`src/rtl/iir_pkg.sv`:
```
package iir_pkg;

    // Word widths and formats
    localparam int X_W   = 16;   // input: sign + 15 fraction bits
    localparam int Y_W   = 32;   // state/output: sign + 3 int + 28 fraction
    localparam int C_W   = 16;   // coefficient: unsigned, 16 fraction bits
    localparam int Q_W   = 16;   // quantized feedback operand width
    localparam int ALIGN = 3;    // integer word-length gap between x and y

    localparam logic [C_W-1:0] COEF_DEFAULT = 16'd58982; // 0.9 in unsigned Q0.16

    typedef logic signed [X_W-1:0] samp_t;
    typedef logic signed [Y_W-1:0] acc_t;
    typedef logic signed [Q_W-1:0] qop_t;

    typedef struct packed {
        acc_t acc;
        logic vld;
    } filt_state_t;

    // Upper bits of the state, sign included
    function automatic qop_t quant_drop(input acc_t v);
        return v[Y_W-1 -: Q_W];
    endfunction

endpackage

```
`src/rtl/iir_quantizer.sv`:
```
module iir_quantizer
    import iir_pkg::*;
(
    input  acc_t state_i,
    output qop_t q_o
);
    // Lower half is discarded by design
    logic unused_lsb;
    assign unused_lsb = ^state_i[Y_W-Q_W-1:0];

    assign q_o = quant_drop(state_i);
endmodule

```
`src/rtl/iir_mixmul.sv`:
```
module iir_mixmul
    import iir_pkg::*;
#(
    parameter logic [C_W-1:0] COEF = COEF_DEFAULT
) (
    input  qop_t q_i,
    output acc_t p_o
);
    localparam int EXT_Q = Y_W - Q_W;
    localparam int EXT_C = Y_W - C_W;

    acc_t q_ext;
    acc_t c_ext;

    // Signed operand sign-extended; unsigned coefficient zero-extended
    assign q_ext = {{EXT_Q{q_i[Q_W-1]}}, q_i};
    assign c_ext = {{EXT_C{1'b0}}, COEF};
    assign p_o   = q_ext * c_ext;
endmodule

```
`src/rtl/iir_align.sv`:
```
module iir_align
    import iir_pkg::*;
#(
    parameter int SHIFT = ALIGN
) (
    input  samp_t x_i,
    output acc_t  a_o
);
    localparam int PAD = Y_W - X_W;

    samp_t shifted;

    generate
        if (SHIFT == 0) begin : g_noshift
            assign shifted = x_i;
        end else begin : g_shift
            assign shifted = x_i >>> SHIFT;
        end
    endgenerate

    // Place in the upper half so the binary point lines up with y
    assign a_o = {shifted, {PAD{1'b0}}};
endmodule

```
`src/rtl/iir1_recursive.sv`:
```
module iir1_recursive
    import iir_pkg::*;
#(
    parameter logic [C_W-1:0] COEF = COEF_DEFAULT
) (
    input  logic                  clk,
    input  logic                  rst,
    input  logic                  in_valid,
    input  logic signed [X_W-1:0] x_in,
    output logic signed [Y_W-1:0] y_out,
    output logic                  y_valid
);
    filt_state_t st_q;
    filt_state_t st_d;

    qop_t q_fb;
    acc_t prod;
    acc_t x_al;
    acc_t sum;

    iir_quantizer u_quant (
        .state_i (st_q.acc),
        .q_o     (q_fb)
    );

    iir_mixmul #(.COEF(COEF)) u_mul (
        .q_i (q_fb),
        .p_o (prod)
    );

    iir_align #(.SHIFT(ALIGN)) u_align (
        .x_i (x_in),
        .a_o (x_al)
    );

    // Modular sum: wraps on overflow
    assign sum = x_al + prod;

    always_comb begin
        st_d.vld = in_valid;
        st_d.acc = in_valid ? sum : st_q.acc;
    end

    always_ff @(posedge clk) begin
        if (rst) begin
            st_q <= '0;
        end else begin
            st_q <= st_d;
        end
    end

    assign y_out   = st_q.acc;
    assign y_valid = st_q.vld;
endmodule

```
`config.mk`:
```
export PLATFORM = sky130hd
export DESIGN_NAME = iir1_recursive
export DESIGN_NICKNAME = d
export VERILOG_FILES = /design/src/rtl/iir_pkg.sv /design/src/rtl/iir_quantizer.sv /design/src/rtl/iir_mixmul.sv /design/src/rtl/iir_align.sv /design/src/rtl/iir1_recursive.sv
export SDC_FILE = /design/constraint.sdc
export NUM_CORES = 1
export LEC_CHECK = 0
export ABC_AREA = 1
export BUFFER_PORTS_ARGS = -buffer_cell sky130_fd_sc_hd__buf_2
export CORE_ASPECT_RATIO = 1.4
export CORE_MARGIN = 8
export CORE_UTILIZATION = 50
export CTS_BUF_LIST = sky130_fd_sc_hd__clkbuf_8 sky130_fd_sc_hd__clkbuf_16
export CTS_CLUSTER_DIAMETER = 200
export DETAILED_ROUTE_END_ITERATION = 7
export PLACE_DENSITY = 0.77
export SYNTH_ARGS = -nofsm -noshare
export SYNTH_HDL_FRONTEND = slang
export SYNTH_SLANG_ARGS = --single-unit
```
`constraint.sdc`:
```
create_clock -name clk -period 18.6 [get_ports clk]
set_input_delay 1.86 -clock clk [delete_from_list [all_inputs] [get_ports clk]]
set_output_delay 1.86 -clock clk [all_outputs]
set_load 0.05 [all_outputs]
```
After elaboration in Yosys (flattened, before gate mapping) --
Cells that the tools add are included.
Cells by class: multiply operators 1, add/subtract/negate cells 1
Operators by type and width (number):
- adder 29 x 32 -> 32 bit | 1
- multiplier 16 x 16 -> 31 bit, second input constant | 1
Word-level totals: bits of input ports 19, word-level logic and storage cells 4, register bits 33, output and inout port bits 33

Longest topological paths before layout --
Gate-level depths: netlist of the first run.
depth in word-level cells 2, mapped depth 35, depth with buffers taken out 35

Modules after synthesis --
A second synthesis of the first run with hierarchy kept.
Second synthesis, totals: cell total of the unflattened synthesis 1489, area total of the unflattened synthesis 9888.2 µm²
By module, submodules not included:
- iir_mixmul | sequential area each 0.0 µm², cells each 784, area an instance 5979.5 µm², instances 1
- iir1_recursive | sequential area each 660.6 µm², cells each 656, area an instance 3544.6 µm², instances 1
- iir_align | sequential area each 0.0 µm², cells each 33, area an instance 244.0 µm², instances 1
- iir_quantizer | sequential area each 0.0 µm², cells each 16, area an instance 120.1 µm², instances 1

Least setup slack after synthesis of the first run --
OpenSTA, ideal clock, no wires.
path type reg-to-reg, from reg st_q (netlist bit y_out[31]), to reg st_q (netlist bit y_out[31]), data arrival time 6.518 ns, stages on the path, launching flop included 34, period minus slack after synthesis 6.627 ns, setup time 0.109 ns, required time 18.491 ns, buffers on the path 0, setup slack 11.973 ns, path through dfxtp_1 -> ha_1 -> inv_1 -> ha_1 -> inv_2 -> nand2_2 -> nand2_4 -> inv_1 -> fa_1 -> fa_1 -> inv_1 -> fa_1 -> fa_1 -> inv_1 -> ha_1 -> nand2_1 -> nor4_2 -> nand3_1 -> nand3_1 -> nand3_1 -> nand2_1 -> nand2_1 -> nand2_1 -> xor2_1 -> ha_1 -> a21o_1 -> nand3_1 -> nand2_1 -> a221oi_1 -> inv_1 -> nand2_1 -> nand3_1 -> nand2_1 -> inv_1
On the way: cells in the longest elaborated chain, start to end 2
RTL lines:
- from (decl) | RTL line iir1_recursive.sv:13 | filt_state_t st_q;
- from (signal assigned) | RTL line iir1_recursive.sv:48 | st_q <= st_d;
- multiplier 16 x 16 -> 31 bit | RTL line iir_mixmul.sv:18 | assign p_o = q_ext * c_ext;
- adder 29 x 32 -> 32 bit | RTL line iir1_recursive.sv:37 | assign sum = x_al + prod;
No other way between the ends. A chain may end at the register's enable or synchronous reset.

Worst setup path in the final report of the first run --
from reg st_q (netlist bit y_out[30]), to reg st_q (netlist bit y_out[31])
The elaborated chain is that of the path after synthesis.

==> results of run 1 <==
[layout by cell type, fill, tap and decap left out, types with 2 or more instances in the layout]
master,netlist,layout
a211oi_1,2,2
buf_2,0,47
nand2_1,116,116
nor3_1,4,4
clkbuf_16,0,5
nand2_2,5,5
nand3_1,38,38
inv_1,242,242
nand4_1,2,2
a21o_1,6,6
nor2_1,83,83
o21ai_0,46,46
xor2_1,32,32
o21ai_1,6,6
or2_2,5,5
fa_1,96,96
nand2_4,2,2
xnor2_1,13,13
dfxtp_1,32,32
inv_2,3,3
ha_1,128,128
nor2_4,2,2
o211ai_1,4,4
nor4_2,2,2
a21oi_1,47,47
a31oi_1,4,4
[cell families after synthesis]
| logic type | count (synthesis) | share of synthesized area (%) |
|---|---|---|
| fa+ha+maj | 224 | 47.34 |
| buf+inv | 258 | 13.67 |
| mux | 1 | 0.1513 |
| other cells | 1 | 0.05039 |
| flops | 32 | 8.608 |
| compound gates | 127 | 9.701 |
| simple gates | 259 | 14.81 |
| xor+xnor | 46 | 5.666 |
[how the worst min path moves through the flow]
stage / endpoint / slack [ns] / depth (start not counted)
floorplan: y_out[1] / 0.55 / 2
global placement: y_out[13] / 0.47 / 2
detailed placement: y_out[2] / 0.48 / 2
CTS: y_out[13] / 0.50 / 2
global route: y_out[2] / 0.53 / 2
finish: y_out[13] / 0.50 / 2
[layout make-up]
type,instances,share of cell area [%]
Timing Repair Buffer,48,3.036
Sequential cell,32,8.013
Inverter,245,11.50
Tap cell,192,3.005
Multi-Input combinational cell,658,72.35
Clock buffer,5,1.565
Clock inverter,3,0.5321
[per-stage QoR]
stage          area [µm²]  hold slack (ns)  cells
2_1_floorplan        7442           0.5539    948
3_3_place_gp         7828           0.4711   1175
3_5_place_dp         7828           0.4793   1175
4_1_cts              7995           0.4974   1183
5_1_grt              7995           0.5287   1183
6_report             7995           0.4993   1183
[registers in the layout, indices dropped and copies added (netlist names)]
name	cells
y_out	31
y_valid	1
[cells in the mapped netlist, types with 2 or more instances]
| master | n |
|---|---|
| fa_1 | 96 |
| buf_6 | 2 |
| o211ai_1 | 4 |
| a211oi_1 | 2 |
| nand2_1 | 116 |
| nor3_1 | 4 |
| ha_1 | 128 |
| nor2_1 | 83 |
| buf_4 | 4 |
| a21o_1 | 6 |
| clkbuf_1 | 5 |
| nand2_2 | 5 |
| a31oi_1 | 4 |
| or2_2 | 5 |
| inv_2 | 3 |
| nand2_4 | 2 |
| dfxtp_1 | 32 |
| nor4_2 | 2 |
| nand3_1 | 38 |
| o21ai_0 | 46 |
| xnor2_1 | 13 |
| nor2_4 | 2 |
| o21ai_1 | 6 |
| nand4_1 | 2 |
| a21oi_1 | 47 |
| inv_1 | 242 |
| xor2_1 | 32 |
[metal layers]
layer,vias up,routed length [µm],share of wire (%)
met3,57,730,3.9
met4,0,1154,6.1
met5,-,0,0
li1,3015,-,-
met1,2887,6989,37
met2,170,9948,53
[worst max-delay path: cells and delay by family (launching register included)]
kind / cells / cell delay (ns)
fa+ha+maj: 8 / 3.41
xor+xnor: 1 / 0.22
compound gates: 2 / 0.60
simple gates: 15 / 1.56
buf+inv: 8 / 0.64
flops: 1 / 0.62
==> key figures, run 1 <==
Drt
  – Total Wirelength: 18820 µm
  – Post-route antenna net violation count: 0
  – Residual DRC count: 0
  – Via/cell ratio: 5.181
  – Via Count: 6129
  – Iteration-0 DRC Markers: 325
  – 1st-pass router iterations: 6
  – Wire length per cell: 15.91 µm

GRT
  – Initial antenna violation count: 0
  – Met1 track demand over resource: 21.39%
  – Grt total ovfl: 0
  – Pin count of the biggest net entering global routing: 36
  – Routing usage on met2: 38.33%
  – Total GRT Usage: 20.40%
  – Met3 Use GR: 2.283%
  – First-pass GRT wire length: 31340 µm
  – Gr busiest metal: met2
  – Vias in the first global route: 6469

Place
  – Port bufs: 47
  – GP Congestion: 0.9268
  – Dpl hpwl: 15990 µm
  – Pre-CTS setup slack: 11.49 ns

Clock tree
  – Htree depth: 2
  – Worst-Skew Late Latency: 0.28 ns
  – Cts hold-fix bufs: 0
  – Post-CTS resize count: 0
  – CTS tree: yes
  – CTS sink count: 32
  – Clk buf depth: 2
  – Clk pin slew, worst setup/hold paths: 0.06 ns
  – CTS root buf: clkbuf_16
  – Setup Fix Bufs, Post-CTS: 0
  – Total CTS buffers: 5

STA
  – Max Clock Skew: 0.004543 ns
  – Max Freq: 139.9 MHz
  – Fin crit share: 38.43%
  – Final setup fails: 0
  – Minimum clock period: 7.148 ns
  – RSZ-0062 raised after global routing: no
  – Least-Margin Pin Slew: 0.8499 ns
  – Final Hold Viols: 0
  – Slew Viols, Final: 0
  – Worst Slack Setup Final: 11.45 ns
  – Setup TNS: 0 ns
  – Relative slew slack: 43.28%

Floorplanning
  – Die width: 119.1 µm
  – Die H: 160.4 µm
  – Die Footprint: 19100 µm²
  – Core ar.: 14790 µm²
  – I/O pin count: 52
  – Initial core utilization: 50.33%
  – Rows: 53

Cells and area
  – Final core occ: 54.07%
  – Area Overhead vs Synth: 7.431%
  – Register Area: 640.6 µm²
  – Multi-input logic area: 5784 µm²
  – Fillers: 1387
  – Diode count: 0
  – Final nets: 1233
  – Layout cells sized above 1: 8.274%

Min path
  – Hold Crit Class: flip-flop to flip-flop
  – Hold Crit Start: y_out[13]

Worst setup path
  – Crit path to: y_out[31]
  – CP peak stage delay: 0.62 ns
  – R2r endpoint: y_out[31]
  – Reg2reg start: y_out[30]
  – CP required: 18.78 ns
  – Worst Path Max Fanout: 8
  – Startpoint class of the critical path: flip-flop
  – Critical setup path kind: flip-flop to flip-flop
  – Crit path launch: y_out[30]
  – Reg2reg path depth: 34
  – CP max stage cell: dfxtp_1
  – Most common cell on crit path: nand2_1
  – FF-to-FF setup slack: 11.45 ns
  – Arr. time, crit path: 7.33 ns
  – Setup crit end kind: flip-flop

Logic synthesis
  – Avg Inst Size Synth: 7.850 µm²
  – Area leader, netlist: fa_1
  – Yosys top cell area share: 25.82%
  – Mapped cell area: 7442 µm²
  – Async set or reset register ratio after synthesis: 0%
  – Synthesis Warnings: 0
  – Post-synthesis sequential area ratio: 8.608%
  – Post-synthesis cell type count: 44
  – Synth area leaders: fa_1, ha_1, inv_1, dfxtp_1, nand2_1
  – Post-synth top flop: dfxtp_1
  – Syn nets: 1191
  – Post-Syn Instances: 948
  – Synthesized flop and latch total: 32
  – Post-synth EDFFs: 0

Job
  – MaxCap Viol Count: 0

Status
  – Status: finished clean
Power of run 1 is left out: the tool's default activity adds up to more than one toggle a clock period on the data nets, which glitch-free logic cannot reach.
==> run 2, diff against run 1 <==
Settings changed: ABC_AREA 1 to 0.
Clock period 18.6 ns to 7.5 ns, I/O delays scaled along.
==> run 2 against run 1 <==
Wire length fell by 3.3%. Highest routed layer unchanged. Largest cell class unchanged. Final cell count fell by 7.4%. Global-route usage decreased by 0.52 points. First-iteration DRC count down 43%. Critical path depth shrank 7. Utilization up 3.8 points.
==> key figures, run 2 <==
Min path
  – Hold Crit Class: flip-flop to flip-flop
  – Hold Crit Start: y_out[14]

Worst setup path
  – Setup crit end kind: flip-flop
  – Startpoint class of the critical path: flip-flop
  – CP peak stage delay: 0.58 ns (-0.04 ns)
  – Critical setup path kind: flip-flop to flip-flop
  – Reg2reg start: y_out[26]
  – Most common cell on crit path: fa_1
  – CP max stage cell: fa_1
  – Worst Path Max Fanout: 5 (-3)
  – Arr. time, crit path: 7.44 ns (+0.11 ns)
  – CP required: 7.69 ns (-11.09 ns)
  – Crit path launch: y_out[26]

Logic synthesis
  – Post-synth top cells: inv_1, ha_1, fa_1
  – Synthesis Warnings: 0 (unchanged)
  – Synthesized flop and latch total: 32 (unchanged)
  – Async set or reset register ratio after synthesis: 0% (unchanged)
  – Mapped cell area: 7246 µm² (-2.6%)
  – Post-synth top flop: dfxtp_1
  – Avg Inst Size Synth: 8.858 µm² (+13%)
  – Yosys top cell area share: 26.52% (+0.70 points)
  – Post-Syn Instances: 818 (-14%)
  – Synth area leaders: fa_1, ha_1, inv_1, dfxtp_1, xnor2_1
  – Area leader, netlist: fa_1
  – Syn nets: 1061 (-11%)
  – Post-synthesis sequential area ratio: 8.841% (+0.23 points)
  – Most common cell in the netlist: inv_1
  – Post-synth EDFFs: 0 (unchanged)
  – Post-synthesis cell type count: 61 (+39%)

STA
  – Least-Margin Pin Slew: 0.6656 ns (-0.1844 ns)
  – Max Clock Skew: 0.004589 ns (+0.00004547 ns)
  – Max Freq: 138.0 MHz (-1.3%)
  – Fin crit share: 96.61% (+58 points)
  – Minimum clock period: 7.246 ns (+0.09754 ns)
  – Slew Viols, Final: 0 (unchanged)
  – Relative slew slack: 55.63% (+12 points)
  – Final Hold Viols: 0 (unchanged)
  – RSZ-0062 raised after global routing: yes
  – Final setup fails: 0 (unchanged)

Floorplanning
  – Die Footprint: 18650 µm² (-2.3%)
  – Core ar.: 14310 µm² (-3.2%)
  – Die H: 158.4 µm (-1.2%)
  – Rows: 52 (-1.9%)
  – I/O pin count: 52 (unchanged)
  – Die width: 117.7 µm (-1.2%)
  – Initial core utilization: 50.62% (+0.29 points)

Cells and area
  – Commonest non-fill, non-tap cell in the layout: inv_1
  – Final nets: 1148 (-6.9%)
  – Most frequent cells in the layout: inv_1, ha_1, fa_1, buf_4, nor2_1
  – Layout cells sized above 1: 16.11% (+7.8 points)
  – Finished Layout Cells: 1095 (-7.4%)
  – Diode count: 0 (unchanged)
  – Max FFs per register: 31 (unchanged)
  – Multi-input logic area: 5896 µm² (+1.9%)
  – Fillers: 1274 (-8.1%)
  – Area Overhead vs Synth: 14.40%
  – Register Area: 659.4 µm² (+2.9%)

Clock tree
  – Clk buf depth: 2 (unchanged)
  – Worst-Skew Late Latency: 0.28 ns (about the same)
  – Total CTS buffers: 5 (unchanged)
  – Clk pin slew, worst setup/hold paths: 0.06 ns (about the same)
  – CTS sink count: 32 (unchanged)
  – Htree depth: 2 (unchanged)
  – CTS root buf: clkbuf_16
  – Cts hold-fix bufs: 0 (unchanged)
  – CTS tree: yes

Drt
  – 1st-pass router iterations: 5 (-1)
  – Wire length per cell: 16.62 µm (+4.4%)
  – Residual DRC count: 0 (unchanged)
  – Via/cell ratio: 5.358 (+3.4%)
  – Via Count: 5867 (-4.3%)
  – Post-route antenna net violation count: 0 (unchanged)
  – Iteration-0 DRC Markers: 184 (-43%)
  – Total Wirelength: 18200 µm (-3.3%)

GRT
  – First-pass GRT wire length: 29730 µm (-5.1%)
  – Pin count of the biggest net entering global routing: 35 (-2.8%)
  – Vias in the first global route: 6296 (-2.7%)
  – Initial antenna violation count: 0 (unchanged)
  – Grt total ovfl: 0 (unchanged)
  – Total GRT Usage: 19.88% (-0.52 points)

Job
  – MaxCap Viol Count: 0 (unchanged)

Status
  – Status: finished clean

Place
  – Port bufs: 47 (unchanged)
  – DP Cell Count: 1086 (-7.6%)
  – GP Congestion: 0.9737 (+5.1%)
  – Dpl hpwl: 15550 µm (-2.8%)
run 2: cell count changes after synthesis, sizes merged, moves of 9 or more:
cell and change:
nor2 -37, o21ai -25, xor2 -17, nand2b +9, mux2i +19, nor3 +14
nand2 -102, xnor2 +21, nand3 -33, inv -55
run 2: critical path: cells and delay by family, from the launching register on:
| family | cells | cell delay (ns) |
|---|---|---|
| adder cells (fa/ha/maj) | 8 | 3.56 |
| XOR/XNOR | 2 | 0.25 |
| AO/OA/AOI/OAI | 8 | 1.57 |
| buffers and inverters | 3 | 0.28 |
| AND/OR/NAND/NOR | 6 | 1.09 |
| flip-flops | 1 | 0.41 |
run 2: area by class of cell:
type,instances,share of cell area (%)
clock inverters,3,0.4981
well taps,189,2.853
flip-flops and latches,32,7.955
clock buffers,5,1.509
repair buffers,98,7.457
inverters,190,8.604
multi-input cells,578,71.12
run 2: kinds of logic after synthesis:
| kind of cell | share of synthesized area (%) |
|---|---|
| XOR/XNOR | 6.251 |
| buffers and inverters | 10.91 |
| flip-flops | 8.841 |
| multiplexers | 2.832 |
| adder cells (fa/ha/maj) | 48.77 |
| AO/OA/AOI/OAI | 13.21 |
| other | 0.05175 |
| AND/OR/NAND/NOR | 9.135 |
run 2: what timing repair did:
action,in CTS,in global routing
pin swaps,0,9
resized for setup,5,24
setup endpoints to repair,1,5
buffers inserted,0,1
run 2: worst paths after layout:
path | depth (start not counted) | end | slack (ns)
hold reg to reg | 2 | y_out[14] | 0.46
setup reg to reg | 27 | y_out[31] | 0.25
setup / recovery | 27 | y_out[31] | 0.25
hold / removal | 2 | y_out[14] | 0.46
run 2: metrics by stage:
stage | area [µm²] | setup WS, ns | TNS (ns) | hold WS [ns] | utilization [%]
2_1_floorplan | 7253 | 0.1261 | 0 | 0.5793 | -
3_3_place_gp | 8021 | 0.03533 | 0 | 0.4458 | 56.04
3_5_place_dp | 8021 | -0.05567 | -0.05567 | 0.4562 | 56.04
4_1_cts | 8198 | 0.04366 | 0 | 0.4652 | 57.27
5_1_grt | 8289 | -0.1417 | -0.1417 | 0.4971 | 57.91
6_report | 8289 | 0.2541 | 0 | 0.4623 | 57.91
run 2: metal layers:
layer / routed length, µm / up-vias / global-route usage (%) / share of wire (%)
met5: 0 / - / 0 / 0
met4: 1139 / 0 / 11.93 / 6.3
met3: 609 / 59 / 2.094 / 3.3
met2: 9906 / 125 / 39.36 / 54
met1: 6541 / 2852 / 19.61 / 36
li1: - / 2831 / - / -
Power of run 2 is left out for the same reason.
==> run 3, diff against run 2 <==
Settings changed: ABC_AREA 0 to 1, CORE_UTILIZATION 50 to 55, PLACE_DENSITY 0.77 to 0.83.
==> run 3 against run 2 <==
Design area shrank 3.2%. Critical path depth up 3. Sequential share of layout area about the same. Wire length is 3.2% higher. Via count up 5.0%. Final cell count rose by 7.7%. Count of clock-buffer cells in the layout unchanged. Global-route usage increased by 2.4 points. Register-to-register slack improved by 0.34 ns. First-iteration DRC count up 98%. Hold slack improved by 0.038 ns. Clock skew up 0.0021 ns.
==> key figures, run 3 (synthesis results as in run 1) <==
Clock tree
  – Htree depth: 2 (unchanged)
  – Post-CTS resize count: 0 (-5)
  – Clk buf depth: 2 (unchanged)
  – Worst-Skew Late Latency: 0.28 ns (about the same)
  – Setup Fix Bufs, Post-CTS: 0 (unchanged)
  – CTS sink count: 32 (unchanged)
  – Total CTS buffers: 5 (unchanged)
  – Cts hold-fix bufs: 0 (unchanged)
  – CTS root buf: clkbuf_16
  – Clk pin slew, worst setup/hold paths: 0.06 ns (about the same)
  – CTS tree: yes

STA
  – RSZ-0062 raised after global routing: no
  – Relative slew slack: 43.54% (-12 points)
  – Worst Slack Setup Final: 0.5921 ns (+0.3381 ns)
  – Minimum clock period: 6.908 ns (-0.3381 ns)
  – Setup TNS: 0 ns (unchanged)
  – Max Clock Skew: 0.006655 ns (+0.002067 ns)
  – Slew Viols, Final: 0 (unchanged)
  – Final Hold Viols: 0 (unchanged)
  – Fin crit share: 92.11% (-4.5 points)
  – Max Freq: 144.8 MHz (+4.9%)
  – Least-Margin Pin Slew: 0.8460 ns (+0.1805 ns)
  – Final setup fails: 0 (unchanged)

Drt
  – Iteration-0 DRC Markers: 365 (+98%)
  – Via Count: 6161 (+5.0%)
  – Post-route antenna net violation count: 0 (unchanged)
  – Total Wirelength: 18780 µm (+3.2%)
  – Residual DRC count: 0 (unchanged)
  – Wire length per cell: 15.92 µm (-4.2%)
  – Via/cell ratio: 5.226 (-2.5%)
  – 1st-pass router iterations: 7 (+2)

GRT
  – Vias in the first global route: 6631 (+5.3%)
  – Initial antenna violation count: 0 (unchanged)
  – Pin count of the biggest net entering global routing: 36 (+2.9%)
  – Total GRT Usage: 22.28% (+2.4 points)
  – Grt total ovfl: 0 (unchanged)
  – First-pass GRT wire length: 30870 µm (+3.8%)

Cells and area
  – Layout cells sized above 1: 8.826% (-7.3 points)
  – Post-route cell area: 8028 µm² (-3.2%)
  – Fillers: 1223 (-4.0%)
  – Most frequent cells in the layout: inv_1, ha_1, nand2_1, fa_1, nor2_1
  – Max FFs per register: 31 (unchanged)
  – Finished Layout Cells: 1179 (+7.7%)
  – Final nets: 1239 (+7.9%)
  – Area Overhead vs Synth: 7.868%
  – Commonest non-fill, non-tap cell in the layout: inv_1
  – Diode count: 0 (unchanged)

Status
  – Status: finished clean

Floorplanning
  – Die width: 114.3 µm (-2.9%)
  – Core ar.: 13330 µm² (-6.9%)
  – Die H: 153.6 µm (-3.0%)
  – Rows: 50 (-3.8%)
  – I/O pin count: 52 (unchanged)
  – Initial core utilization: 55.85% (+5.2 points)
  – Die Footprint: 17560 µm² (-5.9%)

Place
  – Dpl hpwl: 16150 µm (+3.9%)
  – Placed inst area: 7860 µm² (-2.0%)
  – Port bufs: 47 (unchanged)
  – Pre-CTS setup slack: 0.6548 ns (+0.7105 ns)
  – DP Cell Count: 1171 (+7.8%)
  – GP Congestion: 0.9457 (-2.9%)

Worst setup path
  – Critical setup path kind: flip-flop to flip-flop
  – CP peak stage delay: 0.60 ns (+0.02 ns)
  – CP required: 7.68 ns (about the same)
  – Crit path launch: y_out[20]
  – Arr. time, crit path: 7.09 ns (-0.35 ns)
  – Startpoint class of the critical path: flip-flop
  – WP buf/inv: 6 (+3)
  – Reg2reg start: y_out[20]
  – Setup crit end kind: flip-flop
  – Largest delay share family, worst path: adder cells
  – Most common cell on crit path: nand2_1
  – CP max stage cell: fa_1
  – Worst Path Max Fanout: 7 (+2)

Min path
  – Hold Crit Start: y_out[2]
  – Hold Crit Class: flip-flop to flip-flop

Job
  – MaxCap Viol Count: 0 (unchanged)
==> run 3: cell count changes in the layout (fill, tap and decap cells not counted), moves of 8 or more <==
cell and delta:
nand2_1 +95, inv_1 +52, buf_4 -44, nor2_1 +35
nand3_1 +33, o21ai_0 +22, xnor2_1 -20, mux2i_1 -19
xor2_1 +17, nor3_1 -14, dfxtp_1 +13, dfxtp_2 -12
nand2b_1 -9, and3_1 -8
==> run 3: per-stage QoR <==
step	hold WS [ns]	util (%)
after floorplan	0.5539	-
after global placement	0.4721	58.99
after detailed placement	0.4831	58.99
after CTS	0.5022	60.24
after global routing	0.5262	60.24
final	0.4998	60.24
==> run 3: worst reg2reg max path: cells and delay by family, from the launching register on <==
kind,cells,cell delay [ns]
xor+xnor,1,0.25
buf+inv,6,0.37
simple gates,13,1.42
compound gates,2,0.54
flops,1,0.58
fa+ha+maj,8,3.68
==> run 3: layer usage <==
layer	share of wire, %	GRT usage, %	routed length [µm]
met5	0	0	0
met4	8.5	16.49	1599
met3	3.7	2.548	691
met2	51	41.15	9612
met1	37	22.29	6871
==> run 3: cell type report <==
type	instances	area, µm²	area share (%)
clock buffers	5	125.1	1.559
clock inverters	3	42.54	0.5299
inverters	245	919.6	11.46
multi-input cells	658	5784	72.05
flip-flops and latches	32	640.6	7.980
well taps	182	227.7	2.837
repair buffers	54	287.8	3.585
==> run 3: path summary, 6_finish.rpt <==
path | end | slack (ns) | cells past startpoint
setup / recovery | y_out[31] | 0.59 | 30
hold / removal | y_out[2] | 0.50 | 2
setup reg to reg | y_out[31] | 0.59 | 30
hold reg to reg | y_out[2] | 0.50 | 2
Power of run 3 is left out for the same reason.
